File: config.mk
export PLATFORM = sky130hd
export DESIGN_NAME = valve_seq
export DESIGN_NICKNAME = d
export VERILOG_FILES = /design/src/rtl/vseq_pkg.sv /design/src/rtl/vseq_timer.sv /design/src/rtl/vseq_debounce.sv /design/src/rtl/vseq_status.sv /design/src/rtl/valve_seq.sv
export SDC_FILE = /design/constraint.sdc
export NUM_CORES = 1
export LEC_CHECK = 0
export ABC_AREA = 0
export BUFFER_PORTS_ARGS = -buffer_cell sky130_fd_sc_hd__buf_4
export CAP_MARGIN = 25
export CORE_AREA = 2 2 85 87
export CTS_BUF_LIST = sky130_fd_sc_hd__clkbuf_16
export DETAILED_ROUTE_END_ITERATION = 7
export DIE_AREA = 0 0 87 89
export PLACE_DENSITY = 0.75
export SLEW_MARGIN = 20
export SYNTH_ARGS = -nofsm -noshare
export SYNTH_HDL_FRONTEND = slang
export SYNTH_SLANG_ARGS = --single-unit
File: constraint.sdc
create_clock -name clk -period 3 [get_ports clk]
set_clock_uncertainty 0.2 [all_clocks]
set_input_delay 0.75 -clock clk [delete_from_list [all_inputs] [get_ports clk]]
set_output_delay 0.75 -clock clk [all_outputs]
set_load 0.005 [all_outputs]
File: src/rtl/vseq_pkg.sv
package vseq_pkg;
  typedef enum logic [1:0] {
    ST_IDLE    = 2'd0,
    ST_CONNECT = 2'd1,
    ST_ACTIVE  = 2'd2,
    ST_RELEASE = 2'd3
  } vseq_state_e;

  localparam int EV_ELEC  = 0;
  localparam int EV_MECH  = 1;
  localparam int EV_EMERG = 2;
  localparam int EV_W     = 3;
  localparam int CS_W     = 4;
endpackage

File: src/rtl/vseq_timer.sv
module vseq_timer #(
  parameter int TICKS_PER_MS = 50000,
  parameter int TIME_W       = 15
) (
  input  logic              clk,
  input  logic              rst_n,
  input  logic              clear,
  output logic [TIME_W-1:0] ms_cnt,
  output logic              last_sub
);
  localparam int SUB_W = (TICKS_PER_MS > 1) ? $clog2(TICKS_PER_MS) : 1;
  localparam logic [SUB_W-1:0] SUB_MAX = SUB_W'(TICKS_PER_MS - 1);

  logic [SUB_W-1:0]  sub_q;
  logic [TIME_W-1:0] ms_q;

  always_ff @(posedge clk) begin
    if (!rst_n || clear) begin
      sub_q <= '0;
      ms_q  <= '0;
    end else if (sub_q == SUB_MAX) begin
      sub_q <= '0;
      ms_q  <= ms_q + 1'b1;
    end else begin
      sub_q <= sub_q + 1'b1;
    end
  end

  assign ms_cnt   = ms_q;
  assign last_sub = (sub_q == SUB_MAX);

  // the sub-millisecond counter never leaves its range
  a_r3_sub_range: assert property (@(posedge clk) disable iff (!rst_n)
    sub_q <= SUB_MAX);
endmodule

File: src/rtl/vseq_debounce.sv
module vseq_debounce #(
  parameter int DEB_LEN = 8
) (
  input  logic clk,
  input  logic rst_n,
  input  logic sample_tick,
  input  logic raw,
  output logic deb
);
  localparam int CNT_W = $clog2(DEB_LEN + 1);
  localparam logic [CNT_W-1:0] CNT_LAST = CNT_W'(DEB_LEN - 1);

  logic             s1_q, s2_q;
  logic             deb_q;
  logic [CNT_W-1:0] cnt_q;

  always_ff @(posedge clk) begin
    if (!rst_n) begin
      s1_q <= 1'b0;
      s2_q <= 1'b0;
    end else begin
      s1_q <= raw;
      s2_q <= s1_q;
    end
  end

  always_ff @(posedge clk) begin
    if (!rst_n) begin
      deb_q <= 1'b0;
      cnt_q <= '0;
    end else if (sample_tick) begin
      if (s2_q != deb_q) begin
        if (cnt_q == CNT_LAST) begin
          deb_q <= s2_q;
          cnt_q <= '0;
        end else begin
          cnt_q <= cnt_q + 1'b1;
        end
      end else begin
        cnt_q <= '0;
      end
    end
  end

  assign deb = deb_q;

  // the filtered level moves only on a sample tick
  a_r7_change_on_tick: assert property (@(posedge clk) disable iff (!rst_n)
    !$stable(deb_q) |-> $past(sample_tick));
endmodule

File: src/rtl/vseq_status.sv
module vseq_status
  import vseq_pkg::*;
(
  input  logic            clk,
  input  logic            rst_n,
  input  logic            sup,
  input  logic            act,
  input  logic            cmp_in,
  input  logic            pos_deb,
  input  logic            chk_elec,
  input  logic            win_end,
  input  logic            emerg,
  input  logic            evt_rd,
  output logic [CS_W-1:0] cur_status,
  output logic [EV_W-1:0] evt_status
);
  logic            c1_q, c2_q;
  logic [EV_W-1:0] evt_q;
  logic [EV_W-1:0] evt_new;

  always_ff @(posedge clk) begin
    if (!rst_n) begin
      c1_q <= 1'b0;
      c2_q <= 1'b0;
    end else begin
      c1_q <= cmp_in;
      c2_q <= c1_q;
    end
  end

  always_comb begin
    evt_new           = '0;
    evt_new[EV_ELEC]  = chk_elec && (c2_q != act);
    evt_new[EV_MECH]  = win_end && !pos_deb;
    evt_new[EV_EMERG] = emerg;
  end

  always_ff @(posedge clk) begin
    if (!rst_n) evt_q <= '0;
    else        evt_q <= (evt_rd ? '0 : evt_q) | evt_new;
  end

  assign cur_status = {pos_deb, c2_q, act, sup};
  assign evt_status = evt_q;

  for (genvar i = 0; i < EV_W; i++) begin : g_sticky
    // a set bit survives every cycle without a read strobe
    a_r10_sticky: assert property (@(posedge clk) disable iff (!rst_n)
      (evt_q[i] && !evt_rd) |=> evt_q[i]);
  end
endmodule

File: src/rtl/valve_seq.sv
module valve_seq
  import vseq_pkg::*;
#(
  parameter int TICKS_PER_MS = 50000,
  parameter int TIME_W       = 15,
  parameter int MIN_OPEN_MS  = 50,
  parameter int MAX_OPEN_MS  = 30000,
  parameter int SETTLE_MS    = 1,
  parameter int DEB_LEN      = 8
) (
  input  logic              clk,
  input  logic              rst_n,
  input  logic              arm,
  input  logic              open_cmd,
  input  logic [TIME_W-1:0] open_ms,
  input  logic              emerg,
  input  logic              evt_rd,
  input  logic              cmp_in,
  input  logic              pos_raw,
  output logic              sw_supply,
  output logic              sw_act,
  output logic [3:0]        cur_status,
  output logic [2:0]        evt_status
);
  localparam logic [TIME_W-1:0] MIN_L    = TIME_W'(MIN_OPEN_MS);
  localparam logic [TIME_W-1:0] MAX_L    = TIME_W'(MAX_OPEN_MS);
  localparam logic [TIME_W-1:0] SETTLE_L = TIME_W'(SETTLE_MS);
  localparam int SMP_W = (TICKS_PER_MS > 1) ? $clog2(TICKS_PER_MS) : 1;
  localparam logic [SMP_W-1:0] SMP_MAX = SMP_W'(TICKS_PER_MS - 1);

  function automatic logic [TIME_W-1:0] clamp_ms(input logic [TIME_W-1:0] v);
    if (v < MIN_L) return MIN_L;
    if (v > MAX_L) return MAX_L;
    return v;
  endfunction

  vseq_state_e       state_q, state_d;
  logic [TIME_W-1:0] lim_q, lim_d;
  logic [TIME_W-1:0] ms_cnt;
  logic              last_sub;
  logic              tmr_clr;
  logic              req;
  logic [TIME_W-1:0] req_time;
  logic              win_end;
  logic              phase_end;
  logic              chk_elec;
  logic              pos_deb;
  logic [SMP_W-1:0]  smp_q;
  logic              smp_tick;

  assign req      = emerg || (open_cmd && arm);
  assign req_time = emerg ? MAX_L : clamp_ms(open_ms);

  always_comb begin
    if (state_q == ST_ACTIVE) phase_end = last_sub && (ms_cnt == lim_q - 1'b1);
    else                      phase_end = last_sub && (ms_cnt == SETTLE_L - 1'b1);
  end

  always_comb begin
    state_d = state_q;
    lim_d   = lim_q;
    tmr_clr = 1'b0;
    win_end = 1'b0;
    unique case (state_q)
      ST_IDLE: begin
        tmr_clr = 1'b1;
        if (req) begin
          state_d = ST_CONNECT;
          lim_d   = req_time;
        end
      end
      ST_CONNECT: begin
        if (req) lim_d = req_time;
        if (phase_end) begin
          state_d = ST_ACTIVE;
          tmr_clr = 1'b1;
        end
      end
      ST_ACTIVE: begin
        if (req) begin
          lim_d   = req_time;
          tmr_clr = 1'b1;
        end else if (phase_end) begin
          state_d = ST_RELEASE;
          tmr_clr = 1'b1;
          win_end = 1'b1;
        end
      end
      ST_RELEASE: begin
        if (req) begin
          state_d = ST_ACTIVE;
          lim_d   = req_time;
          tmr_clr = 1'b1;
        end else if (phase_end) begin
          state_d = ST_IDLE;
          tmr_clr = 1'b1;
        end
      end
      default: state_d = ST_IDLE;
    endcase
  end

  always_ff @(posedge clk) begin
    if (!rst_n) begin
      state_q <= ST_IDLE;
      lim_q   <= MIN_L;
    end else begin
      state_q <= state_d;
      lim_q   <= lim_d;
    end
  end

  always_ff @(posedge clk) begin
    if (!rst_n || smp_tick) smp_q <= '0;
    else                    smp_q <= smp_q + 1'b1;
  end
  assign smp_tick = (smp_q == SMP_MAX);

  vseq_timer #(.TICKS_PER_MS(TICKS_PER_MS), .TIME_W(TIME_W)) u_timer (
    .clk(clk), .rst_n(rst_n), .clear(tmr_clr),
    .ms_cnt(ms_cnt), .last_sub(last_sub)
  );

  vseq_debounce #(.DEB_LEN(DEB_LEN)) u_deb (
    .clk(clk), .rst_n(rst_n), .sample_tick(smp_tick),
    .raw(pos_raw), .deb(pos_deb)
  );

  assign sw_supply = (state_q != ST_IDLE);
  assign sw_act    = (state_q == ST_ACTIVE);
  assign chk_elec  = (state_q == ST_IDLE) || ((state_q == ST_ACTIVE) && (ms_cnt != '0));

  vseq_status u_status (
    .clk(clk), .rst_n(rst_n), .sup(sw_supply), .act(sw_act),
    .cmp_in(cmp_in), .pos_deb(pos_deb), .chk_elec(chk_elec),
    .win_end(win_end), .emerg(emerg), .evt_rd(evt_rd),
    .cur_status(cur_status), .evt_status(evt_status)
  );

  // the actuating switch only closes on an already connected supply
  a_r1_act_after_supply: assert property (@(posedge clk) disable iff (!rst_n)
    $rose(sw_act) |-> $past(sw_supply));
  // the supply disconnects only after the actuating switch has opened
  a_r2_supply_last: assert property (@(posedge clk) disable iff (!rst_n)
    $fell(sw_supply) |-> $past(!sw_act));
  // the latched window is always inside the clamp range
  a_r3_lim_range: assert property (@(posedge clk) disable iff (!rst_n)
    (lim_q >= MIN_L) && (lim_q <= MAX_L));
  // no request in idle without arm or emergency
  a_r4_disarmed_idle: assert property (@(posedge clk) disable iff (!rst_n)
    (state_q == ST_IDLE && !arm && !emerg) |=> !sw_supply);
  // an emergency always leaves the valve sequence running
  a_r6_emerg_runs: assert property (@(posedge clk) disable iff (!rst_n)
    emerg |=> sw_supply);
endmodule

### Word-level counts from Yosys, hierarchy flattened

Cells that the tools add are included.
Widths: inputs -> output; s select.

* flip-flop bits (word level): 76
* bits of input ports: 23
* output and inout port bits: 9

* add/sub/neg operators: 5
* order comparisons: 2
* equal/unequal tests: 15
* mux-type cells: 26
* bitwise operators: 1
* reductions and logical operators: 21

Operator list (count)
* $mux 15: 7
* $add 16x1->16 const B: 2
* $eq 16x16->1 const B: 2
* $add 15x1->15 const B: 1
* $eq 15x15->1: 1
* $gt 15x15->1 const B: 1
* $logic_not 15->1: 1
* $lt 15x6->1 const B: 1
* $reduce_bool 15->1: 1
* $sub 15x1->15 const B: 1
* $mux 2: 6
* $mux 1: 8
* $mux 4: 2
* $ne 2x2->1 const B: 4
* $pmux 2 s4: 1
* $logic_and 1x1->1: 6
* $reduce_and 5->1: 1
* $add 4x1->4 const B: 1
* $eq 2x2->1 const B: 2
* $eq 4x3->1 const B: 1
* $logic_or 1x1->1: 4
* $reduce_or 2->1: 2
* $reduce_or 4->1: 1
* $mux 3: 1
* 10 further kinds: 12

### Depth between registers and ports, before layout

* depth after elaboration: 9
* depth in mapped cells: 10
* depth with buffers taken out: 8

### Hierarchy

A second synthesis with hierarchy kept.

* cells, all modules: 470
* area, all modules: 3990.1 um2

By module, submodules not included
* valve_seq: times used 1, cells an instance 259, area an instance 2082.0 um2
* vseq_timer: times used 1, cells an instance 164, area an instance 1412.6 um2
* vseq_debounce: times used 1, cells an instance 27, area an instance 287.8 um2
* vseq_status: times used 1, cells an instance 20, area an instance 207.7 um2

### Worst setup path before layout

Ideal clock, no wire load.

* kind: register -> register
* from: reg lim_q[0]
* to: reg u_timer.ms_q[10] (netlist: u_timer.ms_cnt[10])
* setup time: 112 ps
* data arrival time: 2062 ps
* data required time: 2688 ps
* slack: 626 ps
* cell stages (with the launch flop): 9
* buffers on the path: 2
* path through: dfxtp_1 -> buf_2 -> nor4_2 -> nand2_1 -> or4_1 -> o21a_2 -> nor4_4 -> buf_6 -> nor2_1

* longest elaborated chain between the ends: 8

RTL lines
* start: declaration: line valve_seq.sv:38 `logic [TIME_W-1:0] lim_q, lim_d;`
* start signal: assignment: line valve_seq.sv:109 `lim_q <= lim_d;`
* $sub 15x1->15 (*): line valve_seq.sv:55 `if (state_q == ST_ACTIVE) phase_end = last_sub && (ms_cnt == lim_q - 1'b1);`
* $eq 15x15->1 (*): line valve_seq.sv:55
* $logic_and 1x1->1 (*): line valve_seq.sv:55
* $mux 1 (*): line valve_seq.sv:55
* $mux 1 (*): line valve_seq.sv:74, valve_seq.sv:83, valve_seq.sv:94
* $mux 1: line valve_seq.sv:80 `if (req) begin`
* $pmux 1 s3 (*): line valve_seq.sv:64 `unique case (state_q)`
* $logic_or 1x1->1 (*): line vseq_timer.sv:18 `if (!rst_n || clear) begin`
* end signal: assignment: line vseq_timer.sv:23 `ms_q <= ms_q + 1'b1;`
* end: declaration: line vseq_timer.sv:15 `logic [TIME_W-1:0] ms_q;`

Every way passes the cells marked *; elsewhere a longest branch is shown, timed or not.
A chain may end at the register's enable or synchronous reset.

### Worst setup path after layout

* from: reg lim_q[8]
* to: reg u_timer.ms_q[1] (netlist: u_timer.ms_cnt[1])

Same word-level chain as after synthesis.

==> results.cfg <==
[synth]
yosysWarnings = 0
ys.flop_type = dfxtp_1
syn_inst = 486
synth_nets = 515
async_flop_share = 0
synthesis.area_mm2 = 0.00398
synth_edf_count = 0
yosysSeqAreaShare = 0.383
synth_seq_cells = 76
yosysUniqueCellTypes = 52
syn_avg_cell_area_um2 = 8.18

[sta]
post-route-min-period_ps = 2610
slew_viol_final = 0
finalSetupTns_ps = 0
setup_viol = 0
max_freq_mhz = 383
tightest_slew_ps = 613
rsz0062_at_grt = no
period_share = 0.871
slew_headroom = 0.588
hold_viol_final = 0

[clock_tree]
tritoncts = done
post_cts_buffers = 0
cts.htree.levels = 3
worstSkewPairLatency_ps = 330
cts_hold_buf = 0
cts_buffer_depth = 2
cts_buffers = 9
clk_pin_slew_ps = 60
ctsResizeCount = 0
cts_sinks = 76
clock_tree.root_cell = clkbuf_16

[grt]
grt_pass1_vias = 3217
grt_util_all_layers = 0.242
antenna_found_initial = 0
grt_max_degree = 28
grt_pass1_wl_um = 14800
grt.overflow.total = 0

[critical_path]
cpMaxStageDelayCell = nor4_1
crit_path_start_kind = flop
crit_buf_inv = 1
crit_chain = nor4_1, nand3_1, a211oi_1, o21ai_0, nor4_4, buf_4, nor3b_1
critPathMaxStageDelay_ps = 590
crit_family = simple AND/OR/NAND/NOR gates
worstPathRequired_ps = 3020
path_class = reg -> reg
crit_path_max_fanout = 15
endpoint_kind = flop
worstPathArrival_ps = 2640

[finish]
syn_to_final_growth_pct = 15.4
nFillCells = 561
n_antenna_cell = 0
final_util = 0.683
final_layout_size_suffix_gt1_frac = 0.124
fin_nets = 541

[die]
start_util = 0.592
io_pins = 32
core_area_mm2 = 0.00672
die_area_mm2 = 0.00774
die_h_um = 89
num_rows = 30
die_w_um = 87

[placed_design]
port-buffer-count = 31
gp_congestion = 0.949
hpwl_um = 6260

[pwr]
p_per_area_mw_per_mm2 = 535
vdd_drop_max_v = 0.000264
leakagePower_nw = 1.79

[detailed_routing]
wl_um = 8770
initialDrtViolationCount = 190
drc_errors = 0
vias = 3389
drt-vias-per-instance = 5.68
drtAntennaViolNets = 0
wl_per_cell_um = 14.7
dr.pass1.iters = 4

[flow_run]
maxCapViolCount = 0

[min_path]
worstHoldPathType = reg -> reg

[status]
outcome = complete, no violations
-- worst register-to-register path: stages (launching register included) --
cell,delay (ps)
dfxtp_1,350
nor4_1,590
nand3_1,150
a211oi_1,410
o21ai_0,210
nor4_4,280
buf_4,240
nor3b_1,80
-- sequential cells by signal (all words and copies together), names as in the netlist --
| signal | count |
|---|---|
| smp_q | 16 |
| u_timer.sub_q | 16 |
| lim_q | 15 |
| u_timer.ms_cnt | 15 |
| u_deb.cnt_q | 4 |
| u_status.evt_status | 3 |
| state_q | 2 |
| u_deb.deb | 1 |
| u_deb.s1_q | 1 |
| u_deb.s2_q | 1 |
| u_status.c1_q | 1 |
| u_status.c2_q | 1 |
-- kinds of logic after synthesis --
| kind of cell | Yosys count | synth area share |
|---|---|---|
| AO/OA/AOI/OAI | 61 | 0.0978 |
| XOR/XNOR | 58 | 0.128 |
| adder cells (fa/ha/maj) | 6 | 0.0189 |
| buffers and inverters | 31 | 0.0352 |
| flip-flops | 76 | 0.383 |
| multiplexers | 1 | 0.00283 |
| AND/OR/NAND/NOR | 253 | 0.335 |
-- synth_stat cells (3+ instances only) --
master	number	area share
and3_1	14	0.022
or2_2	4	0.0063
or3_1	6	0.0094
a21boi_0	5	0.0094
and2_1	8	0.013
nor3_1	12	0.015
xnor2_1	26	0.057
o21ai_0	15	0.019
clkbuf_1	14	0.013
nand4_1	7	0.011
buf_4	4	0.0075
dfxtp_1	76	0.38
and4_1	6	0.013
inv_1	11	0.010
ha_1	6	0.019
nand3_1	22	0.028
a21oi_1	16	0.020
xor2_1	32	0.070
nor2b_1	7	0.011
a21o_1	3	0.0057
nor4_1	13	0.020
o21a_1	7	0.013
nor2_1	74	0.070
nand3b_1	3	0.0057
nand2_1	51	0.048
nor4b_1	5	0.011
a22o_1	3	0.0066
-- path summary, 6_finish.rpt --
kind | from | to | slack (ps) | cells past startpoint
hold reg to reg | u_status.c1_q | u_status.c2_q | 230 | 1
hold / removal | u_status.c1_q | u_status.c2_q | 230 | 1
setup / recovery | lim_q[8] | u_timer.ms_cnt[1] | 390 | 7
setup reg to reg | lim_q[8] | u_timer.ms_cnt[1] | 390 | 7
-- cells in the final DEF (no fill, tap or decap), drive strengths merged, types with 6 or more instances in the layout --
cell / count
buf: 35
nand3: 22
xnor2: 26
and4: 6
o21ai: 15
nand2: 51
nor4: 16
nand4: 7
nor2: 75
nor2b: 7
and3: 14
clkbuf: 9
xor2: 32
dfxtp: 76
inv: 13
ha: 6
nor3: 12
and2: 8
or3: 6
a21oi: 16
o21a: 8
-- layout make-up --
| cell class | instances | area (µm²) | share of cell area |
|---|---|---|---|
| Tap cell | 80 | 100 | 0.0218 |
| Multi-Input combinational cell | 379 | 2320 | 0.505 |
| Sequential cell | 76 | 1520 | 0.332 |
| Inverter | 11 | 41.3 | 0.00900 |
| Clock inverter | 7 | 123 | 0.0267 |
| Clock buffer | 9 | 225 | 0.0491 |
| Timing Repair Buffer | 35 | 263 | 0.0573 |
-- through the flow --
step / hold WS, ps / instances / instance area, µm² / power (mW) / setup slack [ps]
2_1_floorplan: 212 / 486 / 3980 / 1.16 / 626
3_3_place_gp: 214 / 581 / 4240 / 1.21 / 539
3_5_place_dp: 217 / 581 / 4240 / 1.22 / 438
4_1_cts: 229 / 597 / 4590 / 2.47 / 410
5_1_grt: 250 / 597 / 4590 / 2.53 / 96.5
6_report: 231 / 597 / 4590 / 2.45 / 388
-- power by group --
group,switching [mW],total (mW),internal [mW]
registers,0.0199,1.05,1.03
clock network,0.440,1.26,0.818
logic,0.0786,0.149,0.0700
-- routing by layer --
| metal | track usage | part of all wire | vias up |
|---|---|---|---|
| met1 | 0.302 | 0.44 | 1588 |
| met5 | 0 | 0 | - |
| met3 | 0.0332 | 0.035 | 13 |
| met4 | 0.107 | 0.016 | 0 |
| met2 | 0.419 | 0.51 | 53 |
| li1 | - | - | 1735 |
(Power assumes the default switching activity.)
